$ cat src/rtl/prc_pkg.sv
package prc_pkg;
  localparam int FLAG_WR_BIT = 0;
  localparam int FLAG_RD_BIT = 1;
  localparam int PERM_LSB    = 2;
  localparam int PERM_W      = 3;
  localparam int MT_LSB      = 5;
  localparam int MT_W        = 2;
  localparam int TYPE_BIT    = 0;
  localparam int IDX_LSB     = 1;

  typedef enum logic {
    SEL_BASE = 1'b0,
    SEL_ACC  = 1'b1
  } csr_sel_e;
endpackage

$ cat src/rtl/prc_slot_bank.sv
module prc_slot_bank
  import prc_pkg::*;
#(
  parameter int N      = 4,
  parameter int BASE_W = 24,
  parameter int SZ_W   = 24,
  parameter int IDX_W  = 2
) (
  input  logic                  clk,
  input  logic                  rst,
  input  logic                  wr_en,
  input  logic [IDX_W-1:0]      idx,
  input  logic [BASE_W-1:0]     wr_base,
  input  logic [SZ_W-1:0]       wr_size,
  input  logic [PERM_W-1:0]     wr_perm,
  input  logic [MT_W-1:0]       wr_mt,
  output logic [BASE_W-1:0]     rd_base,
  output logic [SZ_W-1:0]       rd_size,
  output logic [PERM_W-1:0]     rd_perm,
  output logic [MT_W-1:0]       rd_mt,
  output logic [N*BASE_W-1:0]   flat_base,
  output logic [N*SZ_W-1:0]     flat_size,
  output logic [N*PERM_W-1:0]   flat_perm,
  output logic [N*MT_W-1:0]     flat_mt
);
  localparam logic [IDX_W:0] N_L = (IDX_W+1)'(N);

  logic [BASE_W-1:0] base_mem [N];
  logic [SZ_W-1:0]   size_mem [N];
  logic [PERM_W-1:0] perm_mem [N];
  logic [MT_W-1:0]   mt_mem   [N];
  logic              in_range;

  assign in_range = ({1'b0, idx} < N_L);

  always_ff @(posedge clk) begin
    if (rst) begin
      for (int k = 0; k < N; k++) begin
        base_mem[k] <= '0;
        size_mem[k] <= '0;
        perm_mem[k] <= '0;
        mt_mem[k]   <= '0;
      end
    end else if (wr_en && in_range) begin
      base_mem[idx] <= wr_base;
      size_mem[idx] <= wr_size;
      perm_mem[idx] <= wr_perm;
      mt_mem[idx]   <= wr_mt;
    end
  end

  always_comb begin
    rd_base = '0;
    rd_size = '0;
    rd_perm = '0;
    rd_mt   = '0;
    if (in_range) begin
      rd_base = base_mem[idx];
      rd_size = size_mem[idx];
      rd_perm = perm_mem[idx];
      rd_mt   = mt_mem[idx];
    end
  end

  for (genvar k = 0; k < N; k++) begin : g_flat
    assign flat_base[k*BASE_W +: BASE_W] = base_mem[k];
    assign flat_size[k*SZ_W +: SZ_W]     = size_mem[k];
    assign flat_perm[k*PERM_W +: PERM_W] = perm_mem[k];
    assign flat_mt[k*MT_W +: MT_W]       = mt_mem[k];
  end

  AST_COMMIT_LANDS: assert property (@(posedge clk) disable iff (rst)
    (wr_en && in_range) |=> (base_mem[$past(idx)] == $past(wr_base)) &&
                            (size_mem[$past(idx)] == $past(wr_size)) &&
                            (perm_mem[$past(idx)] == $past(wr_perm)) &&
                            (mt_mem[$past(idx)] == $past(wr_mt)));

  AST_IDLE_HOLD: assert property (@(posedge clk) disable iff (rst)
    !wr_en |=> $stable(flat_base) && $stable(flat_size) &&
               $stable(flat_perm) && $stable(flat_mt));
endmodule

$ cat src/rtl/prc_csr.sv
module prc_csr
  import prc_pkg::*;
#(
  parameter int ADDR_W   = 32,
  parameter int MIN_LOG2 = 8,
  parameter int IDX_W    = 2,
  parameter int BASE_W   = 24,
  parameter int SZ_W     = 24,
  parameter int CSR_W    = 32,
  parameter int N_INST   = 4,
  parameter int N_DATA   = 4
) (
  input  logic               clk,
  input  logic               rst,
  input  logic               csr_we,
  input  logic               csr_sel,
  input  logic [CSR_W-1:0]   csr_wdata,
  output logic [CSR_W-1:0]   csr_rdata,
  output logic               commit_inst,
  output logic               commit_data,
  output logic               cur_type,
  output logic [IDX_W-1:0]   cur_idx,
  output logic [BASE_W-1:0]  stage_base,
  output logic [SZ_W-1:0]    new_size,
  output logic [PERM_W-1:0]  new_perm,
  output logic [MT_W-1:0]    new_mt,
  input  logic [BASE_W-1:0]  ird_base,
  input  logic [SZ_W-1:0]    ird_size,
  input  logic [PERM_W-1:0]  ird_perm,
  input  logic [MT_W-1:0]    ird_mt,
  input  logic [BASE_W-1:0]  drd_base,
  input  logic [SZ_W-1:0]    drd_size,
  input  logic [PERM_W-1:0]  drd_perm,
  input  logic [MT_W-1:0]    drd_mt
);
  localparam logic [IDX_W:0] NI_L = (IDX_W+1)'(N_INST);
  localparam logic [IDX_W:0] ND_L = (IDX_W+1)'(N_DATA);

  logic              type_q;
  logic [IDX_W-1:0]  idx_q;
  logic [BASE_W-1:0] base_q;
  logic [SZ_W-1:0]   size_q;
  logic [PERM_W-1:0] perm_q;
  logic [MT_W-1:0]   mt_q;
  logic [CSR_W-1:0]  rdata_q;
  logic [CSR_W-1:0]  base_word, acc_word;

  logic              acc_wr, flag_wr, flag_rd, idx_ok, do_commit, do_load;
  logic [BASE_W-1:0] rd_base;
  logic [SZ_W-1:0]   rd_size;
  logic [PERM_W-1:0] rd_perm;
  logic [MT_W-1:0]   rd_mt;
  logic              unused_bits;

  assign unused_bits = ^csr_wdata;

  assign acc_wr    = csr_we && (csr_sel == SEL_ACC);
  assign flag_wr   = csr_wdata[FLAG_WR_BIT];
  assign flag_rd   = csr_wdata[FLAG_RD_BIT];
  assign idx_ok    = type_q ? ({1'b0, idx_q} < ND_L) : ({1'b0, idx_q} < NI_L);
  assign do_commit = acc_wr && flag_wr && !flag_rd && idx_ok;
  assign do_load   = acc_wr && flag_rd && !flag_wr && idx_ok;

  assign new_size = csr_wdata[MIN_LOG2 +: SZ_W];
  assign new_perm = csr_wdata[PERM_LSB +: PERM_W];
  assign new_mt   = csr_wdata[MT_LSB +: MT_W];

  assign rd_base = type_q ? drd_base : ird_base;
  assign rd_size = type_q ? drd_size : ird_size;
  assign rd_perm = type_q ? drd_perm : ird_perm;
  assign rd_mt   = type_q ? drd_mt   : ird_mt;

  always_comb begin
    base_word = '0;
    base_word[TYPE_BIT] = type_q;
    base_word[IDX_LSB +: IDX_W] = idx_q;
    base_word[MIN_LOG2 +: BASE_W] = base_q;
    acc_word = '0;
    acc_word[PERM_LSB +: PERM_W] = perm_q;
    acc_word[MT_LSB +: MT_W] = mt_q;
    acc_word[MIN_LOG2 +: SZ_W] = size_q;
  end

  always_ff @(posedge clk) begin
    if (rst) begin
      type_q  <= 1'b0;
      idx_q   <= '0;
      base_q  <= '0;
      size_q  <= '0;
      perm_q  <= '0;
      mt_q    <= '0;
      rdata_q <= '0;
    end else begin
      rdata_q <= (csr_sel == SEL_ACC) ? acc_word : base_word;
      if (csr_we && (csr_sel == SEL_BASE)) begin
        type_q <= csr_wdata[TYPE_BIT];
        idx_q  <= csr_wdata[IDX_LSB +: IDX_W];
        base_q <= csr_wdata[MIN_LOG2 +: BASE_W];
      end
      if (do_load) begin
        base_q <= rd_base;
        size_q <= rd_size;
        perm_q <= rd_perm;
        mt_q   <= rd_mt;
      end else if (acc_wr) begin
        size_q <= new_size;
        perm_q <= new_perm;
        mt_q   <= new_mt;
      end
    end
  end

  assign csr_rdata   = rdata_q;
  assign commit_inst = do_commit && !type_q;
  assign commit_data = do_commit && type_q;
  assign cur_type    = type_q;
  assign cur_idx     = idx_q;
  assign stage_base  = base_q;

  AST_LOAD_OVERRIDES: assert property (@(posedge clk) disable iff (rst)
    do_load |=> (base_q == $past(rd_base)) && (size_q == $past(rd_size)) &&
                (perm_q == $past(rd_perm)) && (mt_q == $past(rd_mt)));

  AST_SELECT_HOLDS: assert property (@(posedge clk) disable iff (rst)
    acc_wr |=> $stable(type_q) && $stable(idx_q));
endmodule

$ cat src/rtl/prot_region_cfg.sv
module prot_region_cfg
  import prc_pkg::*;
#(
  parameter int ADDR_W    = 32,
  parameter int MIN_LOG2  = 8,
  parameter int N_INST    = 4,
  parameter int N_DATA    = 4,
  parameter int USE_LIMIT = 0,
  parameter int BASE_W    = ADDR_W - MIN_LOG2,
  parameter int SZ_W      = ADDR_W - MIN_LOG2 + USE_LIMIT
) (
  input  logic                          clk,
  input  logic                          rst,
  input  logic                          csr_we,
  input  logic                          csr_sel,
  input  logic [ADDR_W+USE_LIMIT-1:0]   csr_wdata,
  output logic [ADDR_W+USE_LIMIT-1:0]   csr_rdata,
  output logic [N_INST*BASE_W-1:0]      inst_base_o,
  output logic [N_INST*SZ_W-1:0]        inst_size_o,
  output logic [N_INST*3-1:0]           inst_perm_o,
  output logic [N_INST*2-1:0]           inst_mt_o,
  output logic [N_DATA*BASE_W-1:0]      data_base_o,
  output logic [N_DATA*SZ_W-1:0]        data_size_o,
  output logic [N_DATA*3-1:0]           data_perm_o,
  output logic [N_DATA*2-1:0]           data_mt_o
);
  localparam int CSR_W = ADDR_W + USE_LIMIT;
  localparam int MAXN  = (N_INST > N_DATA) ? N_INST : N_DATA;
  localparam int IDX_W = (MAXN > 1) ? $clog2(MAXN) : 1;
  localparam logic [IDX_W:0] NI_L = (IDX_W+1)'(N_INST);
  localparam logic [IDX_W:0] ND_L = (IDX_W+1)'(N_DATA);

  logic              commit_inst, commit_data, cur_type;
  logic [IDX_W-1:0]  cur_idx;
  logic [BASE_W-1:0] stage_base, ird_base, drd_base;
  logic [SZ_W-1:0]   new_size, ird_size, drd_size;
  logic [PERM_W-1:0] new_perm, ird_perm, drd_perm;
  logic [MT_W-1:0]   new_mt, ird_mt, drd_mt;

  prc_csr #(
    .ADDR_W(ADDR_W), .MIN_LOG2(MIN_LOG2), .IDX_W(IDX_W), .BASE_W(BASE_W),
    .SZ_W(SZ_W), .CSR_W(CSR_W), .N_INST(N_INST), .N_DATA(N_DATA)
  ) u_csr (
    .clk(clk), .rst(rst), .csr_we(csr_we), .csr_sel(csr_sel),
    .csr_wdata(csr_wdata), .csr_rdata(csr_rdata),
    .commit_inst(commit_inst), .commit_data(commit_data),
    .cur_type(cur_type), .cur_idx(cur_idx), .stage_base(stage_base),
    .new_size(new_size), .new_perm(new_perm), .new_mt(new_mt),
    .ird_base(ird_base), .ird_size(ird_size), .ird_perm(ird_perm), .ird_mt(ird_mt),
    .drd_base(drd_base), .drd_size(drd_size), .drd_perm(drd_perm), .drd_mt(drd_mt)
  );

  prc_slot_bank #(.N(N_INST), .BASE_W(BASE_W), .SZ_W(SZ_W), .IDX_W(IDX_W)) u_inst (
    .clk(clk), .rst(rst), .wr_en(commit_inst), .idx(cur_idx),
    .wr_base(stage_base), .wr_size(new_size), .wr_perm(new_perm), .wr_mt(new_mt),
    .rd_base(ird_base), .rd_size(ird_size), .rd_perm(ird_perm), .rd_mt(ird_mt),
    .flat_base(inst_base_o), .flat_size(inst_size_o),
    .flat_perm(inst_perm_o), .flat_mt(inst_mt_o)
  );

  prc_slot_bank #(.N(N_DATA), .BASE_W(BASE_W), .SZ_W(SZ_W), .IDX_W(IDX_W)) u_data (
    .clk(clk), .rst(rst), .wr_en(commit_data), .idx(cur_idx),
    .wr_base(stage_base), .wr_size(new_size), .wr_perm(new_perm), .wr_mt(new_mt),
    .rd_base(drd_base), .rd_size(drd_size), .rd_perm(drd_perm), .rd_mt(drd_mt),
    .flat_base(data_base_o), .flat_size(data_size_o),
    .flat_perm(data_perm_o), .flat_mt(data_mt_o)
  );

  logic acc_cmd_wr, acc_cmd_both, idx_bad;
  assign acc_cmd_wr   = csr_we && csr_sel && csr_wdata[FLAG_WR_BIT];
  assign acc_cmd_both = acc_cmd_wr && csr_wdata[FLAG_RD_BIT];
  assign idx_bad      = cur_type ? ({1'b0, cur_idx} >= ND_L) : ({1'b0, cur_idx} >= NI_L);

  AST_RESET_CLEAR: assert property (@(posedge clk) disable iff (rst)
    $past(rst) |-> (csr_rdata == '0) && (inst_base_o == '0) && (inst_size_o == '0) &&
                   (inst_perm_o == '0) && (inst_mt_o == '0) && (data_base_o == '0) &&
                   (data_size_o == '0) && (data_perm_o == '0) && (data_mt_o == '0));

  AST_FLAGS_READ_ZERO: assert property (@(posedge clk) disable iff (rst)
    $past(csr_sel) |-> (csr_rdata[1:0] == 2'b00));

  AST_BOTH_NO_COMMIT: assert property (@(posedge clk) disable iff (rst)
    acc_cmd_both |=> $stable(inst_base_o) && $stable(inst_size_o) &&
                     $stable(data_base_o) && $stable(data_size_o) &&
                     $stable(inst_perm_o) && $stable(data_perm_o));

  AST_BAD_INDEX_NO_COMMIT: assert property (@(posedge clk) disable iff (rst)
    (acc_cmd_wr && idx_bad) |=> $stable(inst_base_o) && $stable(inst_size_o) &&
                                $stable(data_base_o) && $stable(data_size_o) &&
                                $stable(inst_mt_o) && $stable(data_mt_o));
endmodule

$ cat config.mk
export PLATFORM = sky130hd
export DESIGN_NAME = prot_region_cfg
export DESIGN_NICKNAME = d
export VERILOG_FILES = /design/src/rtl/prc_pkg.sv /design/src/rtl/prc_slot_bank.sv /design/src/rtl/prc_csr.sv /design/src/rtl/prot_region_cfg.sv
export SDC_FILE = /design/constraint.sdc
export NUM_CORES = 1
export LEC_CHECK = 0
export BUFFER_PORTS_ARGS = -buffer_cell sky130_fd_sc_hd__buf_4
export CAP_MARGIN = 20
export CORE_ASPECT_RATIO = 1.75
export CORE_MARGIN = 10
export CORE_UTILIZATION = 55
export CTS_CLUSTER_DIAMETER = 80
export DETAILED_ROUTE_END_ITERATION = 7
export PLACE_DENSITY = 0.81
export SYNTH_ARGS = -nofsm -noshare
export SYNTH_HDL_FRONTEND = slang
export SYNTH_SLANG_ARGS = --single-unit
$ cat constraint.sdc
create_clock -name clk -period 3.55 [get_ports clk]
set_input_delay 0.71 -clock clk [delete_from_list [all_inputs] [get_ports clk]]
set_output_delay 0.71 -clock clk [all_outputs]
set_load 0.03 [all_outputs]
==> impl_metrics.csv <==
group,metric,value,unit
sta,finClkSkew,16.5,ps
synth,synth.most_common_cell,"edfxtp_1",
floorplanning,initial_core_util,0.557,
placement,post-dp-hpwl,54200,µm
power,p_comb_frac,0.120,
power,pwr-share-clk,0.373,
floorplanning,num_io_pins,492,
setup_path,cp-end-kind,"flip-flop",
sta,setup_violations,0,
sta,period_minus_slack,2550,ps
clock_network,htreeDepth,2,
global_routing,antenna_found_initial,4,
synth,synth_nets,1613,
drt,antenna_left,0,
final_layout,fillers,2697,
drt,firstDrtPassIters,6,
sta,fin_setup_tns,0,ps
clock_network,cts_resized,0,
power,finalPower,13.7,mW
clock_network,cts_buffers,45,
global_routing,grt_max_degree,146,
synth,synth_common_cells,"edfxtp_1 (424), nor4_1 (197), nor3_1 (164)",
sta,hold_viol_final,0,
clock_network,clk_pin_slew,70,ps
synth,synth_top_area_frac,0.571,
clock_network,cts-root-buf,"clkbuf_16",
clock_network,cts_setup_buffers,0,
clock_network,max-clock-path-buffers,3,
synth,synth.avg_cell_area,14.2,µm²
placement,post-place-ws,588,ps
synth,synth_edf_count,424,
final_layout,multi_input_area,6990,µm²
final_layout,nNetsFinal,2028,
sta,drv_slew,0,
final_layout,area_growth,25.5,%
clock_network,clock_latency,560,ps
power,p_switching,3.49,mW
placement,gp_congestion,0.975,
clock_network,hold_buffers,0,
sta,rsz0062_at_grt,"no",
setup_path,crit_required,3810,ps
floorplanning,die_w,172,µm
power,p_int,10.2,mW
worst_hold_path,hold_class,"in2reg",
clock_network,numClockSinks,513,
synth,synth_warnings,0,
synth,ys_ff_latch,513,
sta,slew_headroom,0.276,
synth,synth_area_leaders,"edfxtp_1 (57%), mux4_2 (11%), dfxtp_1 (8.0%)",
setup_path,crit_type,"reg2reg",
setup_path,start_kind,"flip-flop",
power,powerDensity,490,nW/µm²
synth,yosys.area.top_type,"edfxtp_1",
synth,synthFlopType,"edfxtp_1",
sta,max_freq,392,MHz
power,p_seq_frac,0.507,
sta,worst_pin_slew,1090,ps
final_layout,seq_area,14500,µm²
global_routing,grt-ovfl-total,0,
power,switching_share,0.255,
sta,layout_setup_ws,998,ps
final_layout,drive_gt1_frac,0.357,
clock_network,cts_tree,"yes",
power,total_leakage_power,10.4,nW
drt,wire_per_inst,32.2,µm
placement,io_buffers,489,
global_routing,grt_pass1_vias,17200,
floorplanning,rows,97,
global_routing,grt_usage,0.321,
setup_path,worstPathMaxFanout,49,
synth,synth_cell_types,37,
run_status,status,"complete, no violations",
drt,vias,17300,
floorplanning,die_h,286,µm
drt,first_iter_violations,2077,
drt,drt-total-wl,81300,µm
synth,synth_cells,1577,
drt,via_per_inst,6.87,
run,drv_cap,0,
synth,async_flop_share,0,
floorplanning,core-area,40100,µm²
floorplanning,die_area,49300,µm²
global_routing,grt_pass1_wl,117000,µm
synth,seq_area_frac_synth,0.650,
drt,drcViolationCount,0,
synth,syn_area,22300,µm²
sta,fin_crit_sh,0.719,
setup_path,crit_arrival,2810,ps
power,ir_drop,0.000506,V
[routing by layer]
layer / wire [µm] / track usage / part of all wire
met4: 5780 / 0.205 / 0.071
met2: 39700 / 0.517 / 0.49
met5: 31 / 0 / 0.00038
met1: 25400 / 0.377 / 0.31
met3: 10300 / 0.0803 / 0.13
[sequential cells by signal, summed over array words and instances (netlist names), 3 cells and up, named ones only]
signal	cells
u_data.perm_mem	12
u_data.mt_mem	8
u_data.size_mem	96
u_csr.stage_base	24
u_inst.size_mem	96
u_data.base_mem	96
u_csr.size_q	24
u_inst.mt_mem	8
u_inst.perm_mem	12
u_csr.csr_rdata	31
u_inst.base_mem	96
u_csr.perm_q	3
[final cells by class]
type | instances | share of cell area
inverters | 51 | 0.00684
well taps | 495 | 0.0221
flip-flops and latches | 513 | 0.519
clock inverters | 14 | 0.00862
clock buffers | 67 | 0.0449
diodes | 2 | 0.000179
repair buffers | 536 | 0.149
multi-input cells | 845 | 0.250
[worst paths after layout]
check / start / end / cells past startpoint / slack, ps
max reg2reg: u_csr.cur_idx[0] / u_data.base_mem[2][20] / 4 / 1000
min reg2reg: u_csr.perm_q[2] / u_csr.csr_rdata[4] / 1 / 490
min: csr_wdata[0] / u_csr.cur_type / 3 / 450
max: u_csr.cur_idx[0] / u_data.base_mem[2][20] / 4 / 1000
[through the flow]
stage	hold WS, ps	instances	cell area (µm²)	utilization
3_5_place_dp	485	2440	26500	0.662
6_report	451	2523	28000	0.699
2_1_floorplan	430	1577	22300	-
4_1_cts	435	2521	28000	0.699
3_3_place_gp	476	2439	26500	0.661
5_1_grt	464	2522	28000	0.699
[power by group through the flow]
| stage | Combinational, mW | Sequential, mW | Clock [mW] |
|---|---|---|---|
| floorplan | 0.583 | 7.37 | 0 |
| global placement | 1.61 | 7.06 | 0 |
| detailed placement | 1.63 | 7.07 | 0 |
| CTS | 1.64 | 6.94 | 5.13 |
| global route | 1.71 | 6.97 | 5.35 |
| finish | 1.65 | 6.96 | 5.11 |
[critical path, cell delays in order, from the launching register on]
cell and delay (ps):
dfxtp_1 610, nand2b_4 240, buf_4 570, buf_4 630, nor4_1 110
[cell usage in the layout (no fill, tap or decap), types with 25 or more instances in the layout]
cell,synthesis,routed
edfxtp_1,424,424
nor4_1,197,197
nand2_1,25,25
o21bai_1,29,29
and2_1,140,140
clkbuf_16,0,45
buf_4,6,524
dfxtp_1,89,87
mux4_2,106,106
mux2i_1,28,28
nor3_1,164,164
nand3_1,49,48
inv_1,51,51
nor2_1,31,31
[kinds of logic (layout without fill, tap and decap cells)]
logic type / after synthesis / in the layout / share of synthesized area
compound gates: 82 / 82 / 0.0302
other cells: 1 / 3 / 0.000168
buf+inv: 219 / 668 / 0.0400
flops: 513 / 513 / 0.650
mux: 134 / 134 / 0.120
simple gates: 628 / 628 / 0.160
Note: power is estimated with default switching activity, not from simulation.
